`src/rtl/usb_pwrseq_pkg.sv`:
```
package usb_pwrseq_pkg;

    typedef enum logic [2:0] {
        ST_IDLE,
        ST_HOLD,
        ST_GATE,
        ST_SEL,
        ST_POLL,
        ST_SETTLE,
        ST_DONE,
        ST_ERR
    } seq_state_e;

    typedef struct packed {
        logic ctl_rst_n;
        logic phy_por;
        logic phy_rst;
        logic cr_clk_en;
        logic cr_sel;
        logic ld_done;
        logic done;
        logic err;
    } ctl_bus_t;

    localparam ctl_bus_t SAFE_BUS = '{
        ctl_rst_n: 1'b0, phy_por: 1'b1, phy_rst: 1'b1, cr_clk_en: 1'b0,
        cr_sel: 1'b0, ld_done: 1'b0, done: 1'b0, err: 1'b0
    };

    // Rounds up so that a wait never falls short of the microsecond target.
    function automatic int unsigned us_to_cycles(input int unsigned hz,
                                                 input int unsigned us);
        longint unsigned c;
        c = (longint'(hz) * longint'(us) + 64'd999_999) / 64'd1_000_000;
        return (c == 0) ? 32'd1 : int'(c[31:0]);
    endfunction

endpackage

```
`src/rtl/usb_pwrseq_timer.sv`:
```
module usb_pwrseq_timer #(
    parameter int unsigned W = 8
) (
    input  logic         clk_i,
    input  logic         rst_ni,
    input  logic         load_i,
    input  logic [W-1:0] val_i,
    output logic         zero_o
);
    logic [W-1:0] cnt_d, cnt_q;

    always_comb begin
        cnt_d = cnt_q;
        if (load_i)
            cnt_d = val_i;
        else if (cnt_q != '0)
            cnt_d = cnt_q - 1'b1;
    end

    always_ff @(posedge clk_i or negedge rst_ni) begin
        if (!rst_ni) cnt_q <= '0;
        else         cnt_q <= cnt_d;
    end

    assign zero_o = (cnt_q == '0);
endmodule

```
`src/rtl/usb_pwrseq_sync.sv`:
```
module usb_pwrseq_sync #(
    parameter int unsigned STAGES = 2
) (
    input  logic clk_i,
    input  logic rst_ni,
    input  logic d_i,
    output logic q_o
);
    logic [STAGES-1:0] ff_d, ff_q;

    always_comb begin
        ff_d = {ff_q[STAGES-2:0], d_i};
    end

    always_ff @(posedge clk_i or negedge rst_ni) begin
        if (!rst_ni) ff_q <= '0;
        else         ff_q <= ff_d;
    end

    assign q_o = ff_q[STAGES-1];
endmodule

```
`src/rtl/usb_phy_pwrup_seq.sv`:
```
module usb_phy_pwrup_seq
    import usb_pwrseq_pkg::*;
#(
    parameter int unsigned CLK_FREQ_HZ = 125_000_000,
    parameter int unsigned HOLD_US     = 20,
    parameter int unsigned GATE_US     = 2,
    parameter int unsigned POLL_US     = 1000,
    parameter int unsigned POLL_LIMIT  = 10,
    parameter int unsigned SETTLE_US   = 20
) (
    input  logic clk_i,
    input  logic rst_ni,
    input  logic start_i,
    input  logic sram_done_i,
    output logic ctl_rst_no,
    output logic phy_por_o,
    output logic phy_rst_o,
    output logic cr_clk_en_o,
    output logic cr_sel_o,
    output logic ld_done_o,
    output logic done_o,
    output logic err_o
);
    localparam int unsigned N_HOLD   = us_to_cycles(CLK_FREQ_HZ, HOLD_US);
    localparam int unsigned N_GATE   = us_to_cycles(CLK_FREQ_HZ, GATE_US);
    localparam int unsigned N_POLL   = us_to_cycles(CLK_FREQ_HZ, POLL_US);
    localparam int unsigned N_SETTLE = us_to_cycles(CLK_FREQ_HZ, SETTLE_US);
    localparam int unsigned MAX_A    = (N_HOLD > N_GATE) ? N_HOLD : N_GATE;
    localparam int unsigned MAX_B    = (N_POLL > N_SETTLE) ? N_POLL : N_SETTLE;
    localparam int unsigned MAX_N    = (MAX_A > MAX_B) ? MAX_A : MAX_B;
    localparam int unsigned CNT_W    = $clog2(MAX_N + 1);
    localparam int unsigned PCNT_W   = $clog2(POLL_LIMIT + 1) + 1;

    localparam logic [CNT_W-1:0]  LD_HOLD   = CNT_W'(N_HOLD - 1);
    localparam logic [CNT_W-1:0]  LD_GATE   = CNT_W'(N_GATE - 1);
    localparam logic [CNT_W-1:0]  LD_POLL   = CNT_W'(N_POLL - 1);
    localparam logic [CNT_W-1:0]  LD_SETTLE = CNT_W'(N_SETTLE - 1);
    localparam logic [PCNT_W-1:0] LAST_POLL = PCNT_W'(POLL_LIMIT);

    typedef struct packed {
        seq_state_e        st;
        ctl_bus_t          o;
        logic [PCNT_W-1:0] pcnt;
    } seq_t;

    seq_t             s_d, s_q;
    logic             tmr_load;
    logic [CNT_W-1:0] tmr_val;
    logic             tmr_zero;
    logic             sram_rdy;
    logic             can_start;

    usb_pwrseq_sync #(.STAGES(2)) u_sync (
        .clk_i  (clk_i),
        .rst_ni (rst_ni),
        .d_i    (sram_done_i),
        .q_o    (sram_rdy)
    );

    usb_pwrseq_timer #(.W(CNT_W)) u_timer (
        .clk_i  (clk_i),
        .rst_ni (rst_ni),
        .load_i (tmr_load),
        .val_i  (tmr_val),
        .zero_o (tmr_zero)
    );

    assign can_start = (s_q.st == ST_IDLE) || (s_q.st == ST_DONE) ||
                       (s_q.st == ST_ERR);

    always_comb begin
        s_d      = s_q;
        tmr_load = 1'b0;
        tmr_val  = '0;
        if (can_start && start_i) begin
            s_d.st   = ST_HOLD;
            s_d.o    = SAFE_BUS;
            s_d.pcnt = '0;
            tmr_load = 1'b1;
            tmr_val  = LD_HOLD;
        end else begin
            unique case (s_q.st)
                ST_HOLD: if (tmr_zero) begin
                    s_d.st          = ST_GATE;
                    s_d.o.phy_por   = 1'b0;
                    s_d.o.phy_rst   = 1'b0;
                    s_d.o.cr_clk_en = 1'b0;
                    tmr_load        = 1'b1;
                    tmr_val         = LD_GATE;
                end
                ST_GATE: if (tmr_zero) begin
                    s_d.st       = ST_SEL;
                    s_d.o.cr_sel = 1'b1;
                end
                ST_SEL: begin
                    s_d.st          = ST_POLL;
                    s_d.o.cr_clk_en = 1'b1;
                    s_d.pcnt        = '0;
                    tmr_load        = 1'b1;
                    tmr_val         = '0;
                end
                ST_POLL: if (tmr_zero) begin
                    if (sram_rdy) begin
                        s_d.st        = ST_SETTLE;
                        s_d.o.ld_done = 1'b1;
                        tmr_load      = 1'b1;
                        tmr_val       = LD_SETTLE;
                    end else if (s_q.pcnt == LAST_POLL) begin
                        s_d.st    = ST_ERR;
                        s_d.o.err = 1'b1;
                    end else begin
                        s_d.pcnt = s_q.pcnt + 1'b1;
                        tmr_load = 1'b1;
                        tmr_val  = LD_POLL;
                    end
                end
                ST_SETTLE: if (tmr_zero) begin
                    s_d.st          = ST_DONE;
                    s_d.o.ctl_rst_n = 1'b1;
                    s_d.o.done      = 1'b1;
                end
                default: ;
            endcase
        end
    end

    always_ff @(posedge clk_i or negedge rst_ni) begin
        if (!rst_ni) s_q <= '{st: ST_IDLE, o: SAFE_BUS, pcnt: '0};
        else         s_q <= s_d;
    end

    assign ctl_rst_no  = s_q.o.ctl_rst_n;
    assign phy_por_o   = s_q.o.phy_por;
    assign phy_rst_o   = s_q.o.phy_rst;
    assign cr_clk_en_o = s_q.o.cr_clk_en;
    assign cr_sel_o    = s_q.o.cr_sel;
    assign ld_done_o   = s_q.o.ld_done;
    assign done_o      = s_q.o.done;
    assign err_o       = s_q.o.err;
endmodule

```
`config.mk`:
```
export PLATFORM = sky130hd
export DESIGN_NAME = usb_phy_pwrup_seq
export DESIGN_NICKNAME = d
export VERILOG_FILES = /design/src/rtl/usb_pwrseq_pkg.sv /design/src/rtl/usb_pwrseq_timer.sv /design/src/rtl/usb_pwrseq_sync.sv /design/src/rtl/usb_phy_pwrup_seq.sv
export SDC_FILE = /design/constraint.sdc
export NUM_CORES = 1
export LEC_CHECK = 0
export BUFFER_PORTS_ARGS = -buffer_cell sky130_fd_sc_hd__buf_2
export CAP_MARGIN = 20
export CORE_MARGIN = 1
export CORE_UTILIZATION = 35
export DETAILED_ROUTE_END_ITERATION = 6
export PLACE_DENSITY = 0.59
export SLEW_MARGIN = 25
export SYNTH_ARGS = -nofsm -noshare
export SYNTH_HDL_FRONTEND = slang
export SYNTH_SLANG_ARGS = --single-unit
```
`constraint.sdc`:
```
create_clock -name clk_i -period 3.03 [get_ports clk_i]
set_input_delay 0.1515 -clock clk_i [delete_from_list [all_inputs] [get_ports clk_i]]
set_output_delay 0.1515 -clock clk_i [all_outputs]
set_load 0.005 [all_outputs]
```
* Yosys cells after proc, flatten, opt, wreduce, memory -nomap -nowiden
Cells that the tools add are included.
Word-level totals: flip-flop bits (word level) 35, output and inout bits 8, input bits 4
Operators by class: reductions and logical operators 25, add/subtract/negate cells 2, eq/ne operators 16, mux-type cells 38
Operators with widths (number):
- 17-bit two-way mux | 6
- 17-bit one-hot mux with 2 select lines | 1
- 3-bit two-way mux | 6
- 3-bit != test (second input constant) | 6
- 17-bit zero test | 1
- 17-bit nonzero test | 1
- 17-bit by 1-bit subtractor with 17-bit output (second input constant) | 1
- 16-bit two-way mux | 1
- 2-bit nonzero test | 8
- 3-bit one-hot mux with 5 select lines | 1
- 1-bit two-way mux | 14
- 3-bit equality test (second input constant) | 4
- 6-bit two-way mux | 2
- 5-bit one-hot mux with 2 select lines | 1
- 8-bit two-way mux | 1
- 2-bit AND reduction | 4
- 4-bit AND reduction | 2
- 3-bit by 2-bit equality test with 1-bit output (second input constant) | 2
- 6-bit AND reduction | 1
- 3-bit nonzero test | 2
- 6-bit nonzero test | 1
- 5-bit by 1-bit adder with 5-bit output (second input constant) | 1
- 5-bit by 4-bit equality test with 1-bit output (second input constant) | 1
- 5-bit two-way mux | 1
- 11 further kinds | 12

* Longest topological paths before layout
Gate-level depths: netlist (run 1).
word-level depth 7, mapped depth 9

* By module
From an unflattened synthesis (run 1), not the netlist that was laid out.
Second synthesis, totals: cell total of the unflattened synthesis 227, area, all modules 2059.5 µm²
Modules (own cells, without submodules):
- usb_pwrseq_timer | area each 1054.8 µm², seq. area each 425.4 µm², cells each 116, times used 1
- usb_phy_pwrup_seq | area each 954.7 µm², seq. area each 351.6 µm², cells each 109, times used 1
- usb_pwrseq_sync | area each 50.0 µm², seq. area each 50.0 µm², cells each 2, times used 1

* Least setup slack after synthesis (run 1)
OpenSTA, ideal clock, no wires.
path type register to register, from register u_timer.cnt_q[0], to register s_q[3] (netlist name), period minus slack after synthesis 1.981 ns, setup time 0.131 ns, path buffers 2, stages on the path, launching flop included 10, setup slack 1.049 ns, data required time 2.899 ns, data arrival time 1.849 ns, cells stage by stage dfrtp_1 -> inv_1 -> ha_1 -> nor4b_1 -> and4_1 -> buf_4 -> nand3_2 -> clkbuf_1 -> nor2_1 -> or3b_1
Between the ends: word-level cells in the longest chain between the ends 3
RTL lines:
- from (decl) | line usb_pwrseq_timer.sv:10 | logic [W-1:0] cnt_d, cnt_q;
- from (signal assigned) | line usb_pwrseq_timer.sv:22 | else cnt_q <= cnt_d;
- 17-bit zero test | line usb_pwrseq_timer.sv:25 | assign zero_o = (cnt_q == '0);
- 3-bit != test (no source line)
- 4-bit AND reduction (no source line)
- to (signal assigned) | line usb_phy_pwrup_seq.sv:128 | if (!rst_ni) s_q <= '{st: ST_IDLE, o: SAFE_BUS, pcnt: '0};
- to (decl) | line usb_phy_pwrup_seq.sv:46 | seq_t s_d, s_q;
Every way passes these cells. A chain may end at the register's enable or synchronous reset.

* Final worst setup path (run 1)
from register u_timer.cnt_q[1], to register u_timer.cnt_q[1]
Between the ends: word-level cells in the longest chain between the ends 5
RTL lines:
- branches (longest 5 deep; another with 17-bit by 1-bit subtractor with 17-bit output)
Parallel ways; which one is timed is not known. The select of a mux whose other input is x is not followed.

==> results.yml, run 1 <==
yosys:
  async_flop_share: 1.00
  ys.flop_type: "dfrtp_1"
  syn_area_sq_mm: 0.00195
  synth_edf_count: 0
  ys_types: 50
  syn_nets: 218
  syn_inst: 209
  yosysSeqAreaShare: 0.425
  ys_ff_latch: 33
  yosys_warnings: 0
  syn_area_per_cell_sq_um: 9.32
finish:
  drive_gt1_frac: 0.148
  fin_nets: 231
  antennaDiodeCount: 0
  syn2layout_area_growth_pct: 11.8
  nFillCells: 539
critical_path:
  worst-r2r-setup-slack_ns: 0.62
  slowest_stage: "o31ai_4"
  worstPathArrival_ns: 2.61
  cp-endpoint: "u_timer.cnt_q[1]$_DFFE_PN0P_"
  cp-end-kind: "flop"
  worstSetupStartpointType: "flop"
  path_class: "reg -> reg"
  critical-path-max-stage-delay_ns: 0.53
  reg2reg_depth: 7
  r2r-end: "u_timer.cnt_q[1]$_DFFE_PN0P_"
  path_cells: "inv_1, ha_1, nor4b_1, nand4_2, o31ai_4, nor2_2, a2bb2oi_1"
  worst_ep_required_time_ns: 3.23
  crit_start: "u_timer.cnt_q[1]$_DFFE_PN0P_"
  cp_max_fo: 17
  reg2reg_from: "u_timer.cnt_q[1]$_DFFE_PN0P_"
die:
  io_pins: 12
  start_util: 0.372
  num_rows: 26
  die_area_sq_mm: 0.00586
  dieHeight_microns: 76.6
  core_area_sq_mm: 0.00524
  die_w_microns: 76.6
route:
  drt_pre_antenna_iters: 4
  post-route-drc-count: 0
  vias_per_cell: 5.27
  wl_per_cell_microns: 14.1
  drtAntennaViolNets: 0
  vias: 1545
  wl_mm: 4.14
  drt_iter0_drc: 59
power:
  seqPwrFrac: 0.381
  p_switching_mw: 0.835
  max-vdd-ir-drop_mv: 0.513
  clkPwrFrac: 0.184
  intPower_mw: 1.15
  power_density_mw_per_mm2: 911
  swShare: 0.421
  leakage_nw: 0.958
  comb_power_share: 0.435
clocking:
  clkSinkCount: 33
  cts_tree: "built"
  htree_levels: 2
  clock_latency_ns: 0.28
  cts.path.max_buffers: 2
  clk_pin_slew_worst_paths_ns: 0.06
  cts_buffers: 5
  post_cts_buffers: 0
  ctsRootBufferMaster: "clkbuf_8"
placed_design:
  io_buffers: 11
  hpwl_mm: 2.87
  post-place-ws_ns: 0.662
  gp_routability_congestion: 0.779
flow_run:
  cap_violations: 0
timing:
  finalHoldViolations: 0
  finalWorstSetupSlack_ns: 0.621
  period_minus_slack_ns: 2.41
  fin_skew_ns: 0.00713
  holdWs_ns: 0.332
  post-route-period-util: 0.795
  finalSetupViolCount: 0
  worst_slew_pin_slew_ns: 0.765
  rsz0062_at_grt: "no"
  slew_viol_final: 0
  setup_tns_ns: 0
  slew_headroom: 0.490
  max_freq_mhz: 415
global_route:
  grt_pass1_vias: 1468
  overflow: 0
  grt_util_all_layers: 0.155
  antenna_found_initial: 0
  grt_pass1_wl_mm: 7.11
  grt_max_degree: 34
run_status:
  status: "finished clean"
hold_path:
  holdCritStartpoint: "start_i"
  holdCritPathClass: "in -> reg"
## logic make-up (layout without fill, tap and decap cells)
kind of cell,after synthesis,after routing,share of synthesized area
buffers and inverters,15,29,0.0392
muxes,6,6,0.0315
AOI/OAI and AO/OA,46,46,0.148
DFF,33,33,0.425
xor gates and xnor gates,13,13,0.0585
and+or+nand+nor,91,91,0.266
adders and majority gates,5,5,0.0321
## per-stage QoR
stage / area [sq um] / total power [mW] / cells / utilization
3_3_place_gp: 2050 / 1.61 / 283 / 0.392
4_1_cts: 2180 / 2.00 / 293 / 0.415
5_1_grt: 2180 / 2.15 / 293 / 0.415
6_report: 2180 / 1.98 / 293 / 0.415
2_1_floorplan: 1950 / 1.42 / 209 / -
3_5_place_dp: 2050 / 1.62 / 283 / 0.392
## routing by layer
layer	vias up	wire length [microns]	global-route usage
met1	741	2020	0.213
met5	-	0	0
li1	775	-	-
met3	6	123	0.0359
met2	23	1910	0.235
met4	0	83	0.0558
## cells in the final DEF (no fill, tap or decap), types with 4 or more instances in the layout
master / instances
dfrtp_1: 32
nor3_1: 5
nand2_1: 21
o21ai_0: 16
xnor2_1: 9
nand3_1: 8
inv_1: 5
mux2i_1: 5
a21oi_1: 14
xor2_1: 4
ha_1: 5
clkbuf_8: 7
nor2_1: 25
buf_2: 11
## layout make-up
| class | instances | area (sq um) | area share |
|---|---|---|---|
| multi-input cells | 161 | 1040 | 0.480 |
| flip-flops and latches | 33 | 827 | 0.380 |
| repair buffers | 16 | 97.6 | 0.0449 |
| clock buffers | 7 | 96.3 | 0.0443 |
| well taps | 70 | 87.6 | 0.0403 |
| inverters | 5 | 18.8 | 0.00863 |
| clock inverters | 1 | 5.00 | 0.00230 |
## power by group through the flow
stage | logic, mW | registers, mW | clock network, mW
floorplan | 0.743 | 0.680 | 0
global placement | 0.847 | 0.759 | 0
detailed placement | 0.857 | 0.759 | 0
CTS | 0.863 | 0.751 | 0.381
global route | 0.980 | 0.778 | 0.396
finish | 0.861 | 0.756 | 0.364
## Yosys cell counts, types with 2 or more instances
library cell / count / area [sq um]
a21oi_1: 14 / 70.1
a31oi_1: 2 / 12.5
buf_4: 3 / 22.5
clkbuf_1: 5 / 18.8
dfrtp_1: 32 / 801
ha_1: 5 / 62.6
inv_1: 5 / 18.8
mux2i_1: 5 / 50.1
nand2_1: 21 / 78.8
nand2b_1: 2 / 12.5
nand3_1: 8 / 40.0
nand4_1: 3 / 18.8
nor2_1: 25 / 93.8
nor2b_1: 3 / 18.8
nor3_1: 5 / 25.0
nor3b_1: 3 / 22.5
nor4_1: 3 / 18.8
nor4_4: 2 / 42.5
o21ai_0: 16 / 80.1
o31a_1: 3 / 26.3
o31ai_1: 2 / 15.0
or3b_1: 2 / 17.5
or4_1: 2 / 15.0
xnor2_1: 9 / 78.8
xor2_1: 4 / 35.0
## worst max-delay path: cells and delay by family, from the launching register on
family / cells / cell delay, ns
flops: 1 / 0.40
simple gates: 3 / 0.98
buf+inv: 1 / 0.11
fa+ha+maj: 1 / 0.14
compound gates: 2 / 0.70
## flip-flops by register name, summed over array words and instances, names as in the netlist
signal and flops:
cr_sel_o 1, cr_clk_en_o 1, u_timer.cnt_q 17, s_q 8, phy_por_o 1, ld_done_o 1, ctl_rst_no 1, err_o 1
u_sync.ff_q 2
## how the worst min path moves through the flow
| stage | end | depth (start not counted) |
|---|---|---|
| 2_1_floorplan | cr_clk_en_o$_DFFE_PN0P_ | 0 |
| 3_3_place_gp | u_sync.ff_q[0]$_DFF_PN0_ | 1 |
| 3_5_place_dp | u_sync.ff_q[0]$_DFF_PN0_ | 1 |
| 4_1_cts | s_q[2]$_DFFE_PN0P_ | 4 |
| 5_1_grt | u_sync.ff_q[1]$_DFF_PN0_ | 0 |
| 6_report | s_q[2]$_DFFE_PN0P_ | 4 |
## repair_timing
action,4_1_cts,5_1_grt
gates resized for setup,0,0
hold buffers,2,0
endpoints found under the hold margin,33,0
(Power assumes the default switching activity.)
==> inputs of run 2 (changes only) <==
Settings changed: PLACE_DENSITY 0.59 to 0.61.
Clock period 3.03 ns to 2 ns, I/O delays scaled along.
==> results.yml, run 2 (synthesized netlist as in run 1, its figures left out) <==
power:
  max-vdd-ir-drop_mv: 0.744
  intPower_mw: 2.04
  swShare: 0.408
  comb_power_share: 0.552
  clkPwrFrac: 0.151
  power_density_mw_per_mm2: 1390
  leakage_nw: 1.11
  p_switching_mw: 1.41
  seqPwrFrac: 0.297
die:
  core_area_sq_mm: 0.00524
  die_w_microns: 76.6
  die_area_sq_mm: 0.00586
  num_rows: 26
  io_pins: 12
  start_util: 0.372
  dieHeight_microns: 76.6
clocking:
  cts.path.max_buffers: 2
  clock_latency_ns: 0.29
  clkSinkCount: 33
  ctsRootBufferMaster: "clkbuf_8"
  cts_tree: "built"
  htree_levels: 2
  clk_pin_slew_worst_paths_ns: 0.07
  cts_buffers: 5
timing:
  post-route-period-util: 0.954
  period_minus_slack_ns: 1.91
  setup_tns_ns: 0
  finalSetupViolCount: 0
  fin_skew_ns: 0.00691
  slew_headroom: 0.504
  finalHoldViolations: 0
  slew_viol_final: 0
  worst_slew_pin_slew_ns: 0.744
  max_freq_mhz: 524
  rsz0062_at_grt: "yes"
global_route:
  grt_pass1_vias: 1655
  overflow: 0
  grt_pass1_wl_mm: 7.79
  grt_util_all_layers: 0.170
  antenna_found_initial: 0
  grt_max_degree: 34
run_status:
  status: "finished clean"
finish:
  syn2layout_area_growth_pct: 27.0
  top_register: "u_timer.cnt_q"
  reg_top3: "u_timer.cnt_q (17), s_q (8), u_sync.ff_q (2)"
  final_cell_mix: "buf_4 (35), dfrtp_1 (32), nor2_1 (25), nand2_1 (21), o21ai_0 (15)"
  nFillCells: 494
  largest_reg_flops: 17
  fin_area_sq_mm: 0.00247
  antennaDiodeCount: 0
  layout_commonest_cell: "buf_4"
  drive_gt1_frac: 0.286
  fin_nets: 263
  finalNonFillerCells: 325
placed_design:
  postPlaceCellArea_sq_mm: 0.00228
  dp.cells: 313
  gp_routability_congestion: 0.858
  hpwl_mm: 3.27
  io_buffers: 11
critical_path:
  worstPathArrival_ns: 2.11
  crit_cells: 7
  slowest_stage: "dfrtp_1"
  path_cells: "ha_1, and4bb_2, nor3b_2, buf_4, o31ai_4, nand2_1, o22ai_1"
  path_buf_inv: 1
  cp-end-kind: "flop"
  critical-path-max-stage-delay_ns: 0.42
  cp_top_family: "simple AND/OR/NAND/NOR gates"
  worst-r2r-setup-slack_ns: 0.09
  path_class: "reg -> reg"
  reg2reg_depth: 7
  worst_ep_required_time_ns: 2.20
  worstSetupStartpointType: "flop"
  cp_max_fo: 6
route:
  drt_pre_antenna_iters: 4
  wl_met2_mm: 2.17
  post-route-drc-count: 0
  wl_met3_microns: 112
  drt_iter0_drc: 55
  wl_per_cell_microns: 13.8
  vias: 1682
  vias_per_cell: 5.18
  drtAntennaViolNets: 0
  m1WireLength_mm: 2.15
  wl_mm: 4.47
  highest_layer: "met4"
hold_path:
  holdCritPathClass: "in -> reg"
  hold_depth: 4
flow_run:
  cap_violations: 0
==> run 2: metal layers <==
layer,track usage,up-vias
met5,0,-
li1,-,836
met4,0.0577,0
met1,0.226,816
met2,0.273,24
met3,0.0359,6
==> run 2: layout make-up <==
| class | instances | area (sq um) | share of cell area |
|---|---|---|---|
| clock buffer | 8 | 90.1 | 0.0364 |
| tap | 70 | 87.6 | 0.0354 |
| sequential | 33 | 827 | 0.335 |
| inverter | 5 | 18.8 | 0.00759 |
| timing repair buffer | 48 | 338 | 0.137 |
| multi-input combinational | 161 | 1110 | 0.449 |
==> run 2: path summary, 6_finish.rpt <==
path / startpoint / to
setup reg to reg: s_q[1]$_DFFE_PN0P_ / u_timer.cnt_q[8]$_DFFE_PN0P_
min in group asynchronous: rst_ni / u_timer.cnt_q[4]$_DFFE_PN0P_
hold / removal: start_i / cr_clk_en_o$_DFFE_PN0P_
hold reg to reg: u_sync.ff_q[0]$_DFF_PN0_ / u_sync.ff_q[1]$_DFF_PN0_
setup / recovery: s_q[1]$_DFFE_PN0P_ / u_timer.cnt_q[8]$_DFFE_PN0P_
max in group asynchronous: rst_ni / ld_done_o$_DFFE_PN0P_
==> run 2: worst reg2reg max path, cell delays in order (launching register included) <==
cell and delay (ns):
dfrtp_1 0.42, ha_1 0.19, and4bb_2 0.26, nor3b_2 0.16, buf_4 0.15, o31ai_4 0.35, nand2_1 0.12, o22ai_1 0.18
==> run 2: power groups by stage <==
stage                     registers, mW  logic, mW  clock network, mW
after floorplan                    1.03       1.13                  0
after global placement             1.02       1.78                  0
after detailed placement           1.02       1.78                  0
after CTS                          1.01       1.81              0.538
after global routing               1.05       2.12              0.561
final                              1.02       1.90              0.522
==> run 2: timing repair <==
| action | CTS | global route |
|---|---|---|
| hold buffers | 2 | 0 |
| endpoints found under the hold margin | 33 | 0 |
| pin swaps | 1 | 2 |
| resized for setup | 1 | 12 |
| setup buffers | 0 | 2 |
| setup endpoints to repair | 8 | 25 |
==> run 2: through the flow <==
stage | hold slack [ns] | power [mW] | setup slack, ns | util
floorplan | -0.196 | 2.16 | 0.0191 | -
global placement | 0.210 | 2.79 | -0.00140 | 0.435
detailed placement | 0.210 | 2.80 | -0.0206 | 0.435
CTS | 0.276 | 3.36 | 0.0219 | 0.458
finish | 0.273 | 3.45 | 0.0928 | 0.472
global route | 0.301 | 3.73 | -0.0305 | 0.472
==> inputs of run 3 (changes only) <==
Settings changed: SKIP_CTS_REPAIR_TIMING from default to 1, SKIP_LAST_GASP from default to 1, SYNTH_HIERARCHICAL from default to 1.
==> results.yml, run 3 <==
finish:
  regArea_sq_um: 827
  drive_gt1_frac: 0.398
  layout_commonest_cell: "buf_4"
  largest_reg_flops: 17
  syn2layout_area_growth_pct: 42.9
  reg_top3: "u_timer/cnt_q (17), s_q (8), u_sync/ff_q (2)"
  multi_input_area_sq_mm: 0.00128
  nFillCells: 510
  top_register: "u_timer/cnt_q"
  fin_area_sq_mm: 0.00294
  final_cell_mix: "buf_4 (50), dfrtp_1 (32), nand2_1 (22), nor2_1 (13), buf_2 (11)"
  post-route-util: 0.528
  antennaDiodeCount: 0
  fin_nets: 300
run_status:
  status: "finished, violations left"
  violations: "setup timing"
critical_path:
  path_class: "reg -> reg"
  worstSetupStartpointType: "flop"
  cp-end-kind: "flop"
  reg2reg_from: "u_timer/cnt_q[1]$_DFFE_PN0P_"
  worstPathArrival_ns: 2.85
  worst_ep_required_time_ns: 2.19
  reg2reg_depth: 10
  cp_max_fo: 5
  worst-r2r-setup-slack_ns: -0.66
  r2r-end: "s_q[4]$_DFFE_PN0P_"
yosys:
  syn_inst: 227
  ys_ff_latch: 33
  synthTopCellsByArea: "dfrtp_1 (39%), nand2_1 (4.0%), xnor2_1 (3.8%)"
  async_flop_share: 1.00
  ys.flop_type: "dfrtp_1"
  yosysSeqAreaShare: 0.402
  synthTopCellsByCount: "dfrtp_1 (32), nand2_1 (22), nor2_1 (15), a21oi_1 (12), o31ai_1 (10)"
  ys_types: 60
  yosysTopAreaCellShare: 0.389
  synth_top_cell_by_area: "dfrtp_1"
  syn_area_per_cell_sq_um: 9.07
  syn_area_sq_mm: 0.00206
  yosys_warnings: 6
  yosysMostFrequentCell: "dfrtp_1"
  synth_edf_count: 0
clocking:
  ctsRootBufferMaster: "clkbuf_8"
  cts_buffers: 5
  cts_tree: "built"
  clkSinkCount: 33
  clock_latency_ns: 0.29
  cts.path.max_buffers: 2
  clk_pin_slew_worst_paths_ns: 0.08
  htree_levels: 2
global_route:
  antenna_found_initial: 0
  overflow: 0
  grt_pass1_wl_mm: 8.66
  grt_util_all_layers: 0.181
  grt_max_degree: 34
  grt_pass1_vias: 1845
timing:
  finalHoldViolations: 0
  max_freq_mhz: 376
  finalWorstSetupSlack_ns: -0.660
  post-route-period-util: 1.33
  finalSetupViolCount: 30
  slew_viol_final: 0
  fin_skew_ns: 0.00994
  slew_headroom: 0.501
  period_minus_slack_ns: 2.66
  rsz0062_at_grt: "yes"
  worst_slew_pin_slew_ns: 0.749
  setup_tns_ns: -15.83
die:
  num_rows: 27
  dieHeight_microns: 78.7
  die_area_sq_mm: 0.00620
  die_w_microns: 78.7
  start_util: 0.369
  io_pins: 12
  core_area_sq_mm: 0.00557
route:
  highest_layer: "met4"
  wl_per_cell_microns: 15.1
  drtAntennaViolNets: 0
  wl_met2_mm: 2.88
  vias: 1968
  drt_iter0_drc: 123
  post-route-drc-count: 0
  vias_per_cell: 5.38
  m1WireLength_mm: 2.44
  wl_mm: 5.54
  drt_pre_antenna_iters: 4
  wl_met3_microns: 138
placed_design:
  hpwl_mm: 3.76
  gp_routability_congestion: 0.869
  io_buffers: 11
  postPlaceCellArea_sq_mm: 0.00257
hold_path:
  holdCritPathClass: "in -> reg"
  holdCritStartpoint: "start_i"
  hold_depth: 3
  holdPathEnd: "done_o$_DFFE_PN0P_"
power:
  leakage_nw: 1.26
  power_density_mw_per_mm2: 1420
  max-vdd-ir-drop_mv: 0.805
flow_run:
  cap_violations: 0
## run 3: area by class of cell
cell class / count / share of cell area
multi-input cells: 170 / 0.436
well taps: 72 / 0.0306
inverters: 10 / 0.0145
clock inverters: 3 / 0.0157
clock buffers: 5 / 0.0234
flip-flops and latches: 33 / 0.281
repair buffers: 73 / 0.199
## run 3: where the power goes
group          switching (mW)  internal (mW)
Sequential              0.208          0.894
Combinational            1.20           1.23
Clock                   0.279          0.373
Total                    1.69           2.50
## run 3: worst max path at each step
stage	startpoint	end	slack (ns)
global route	u_timer/cnt_q[1]$_DFFE_PN0P_	u_timer/cnt_q[7]$_DFFE_PN0P_	-0.78
finish	u_timer/cnt_q[1]$_DFFE_PN0P_	s_q[4]$_DFFE_PN0P_	-0.66
global placement	u_timer/cnt_q[0]$_DFFE_PN0P_	s_q[4]$_DFFE_PN0P_	-0.69
CTS	u_timer/cnt_q[0]$_DFFE_PN0P_	u_timer/cnt_q[8]$_DFFE_PN0P_	-0.81
floorplan	u_timer/cnt_q[0]$_DFFE_PN0P_	u_timer/cnt_q[8]$_DFFE_PN0P_	-1.06
detailed placement	u_timer/cnt_q[0]$_DFFE_PN0P_	u_timer/cnt_q[8]$_DFFE_PN0P_	-0.79
## run 3: per-stage QoR
step | hold slack (ns) | setup WS (ns) | power, mW | instances
2_1_floorplan | -0.196 | -1.06 | 2.51 | 229
3_3_place_gp | 0.206 | -0.690 | 3.15 | 346
3_5_place_dp | 0.211 | -0.793 | 3.19 | 346
4_1_cts | -0.102 | -0.812 | 3.85 | 354
5_1_grt | 0.185 | -0.778 | 4.48 | 366
6_report | 0.179 | -0.660 | 4.19 | 366
## run 3: routing by layer
layer	vias to the layer above	track usage
met5	-	0
met4	0	0.0685
met3	10	0.0345
met2	34	0.317
met1	959	0.218
li1	965	-
## run 3: worst max-delay path: stages, from the launching register on
cell,delay [ns]
dfrtp_1,0.40
inv_2,0.07
ha_4,0.13
or4b_4,0.45
or4_4,0.45
nor2_4,0.16
buf_6,0.14
nor2b_4,0.16
nand4_1,0.15
mux2_4,0.29
a21o_1,0.15
## run 3: cell families (layout without fill, tap and decap cells)
group | after synthesis | after routing | share of synthesized area
xor gates and xnor gates | 12 | 12 | 0.0510
AOI/OAI and AO/OA | 60 | 60 | 0.208
and+or+nand+nor | 89 | 89 | 0.242
other | 1 | 3 | 0.00182
muxes | 3 | 3 | 0.0158
adders and majority gates | 3 | 3 | 0.0182
DFF | 33 | 33 | 0.402
buffers and inverters | 26 | 91 | 0.0614
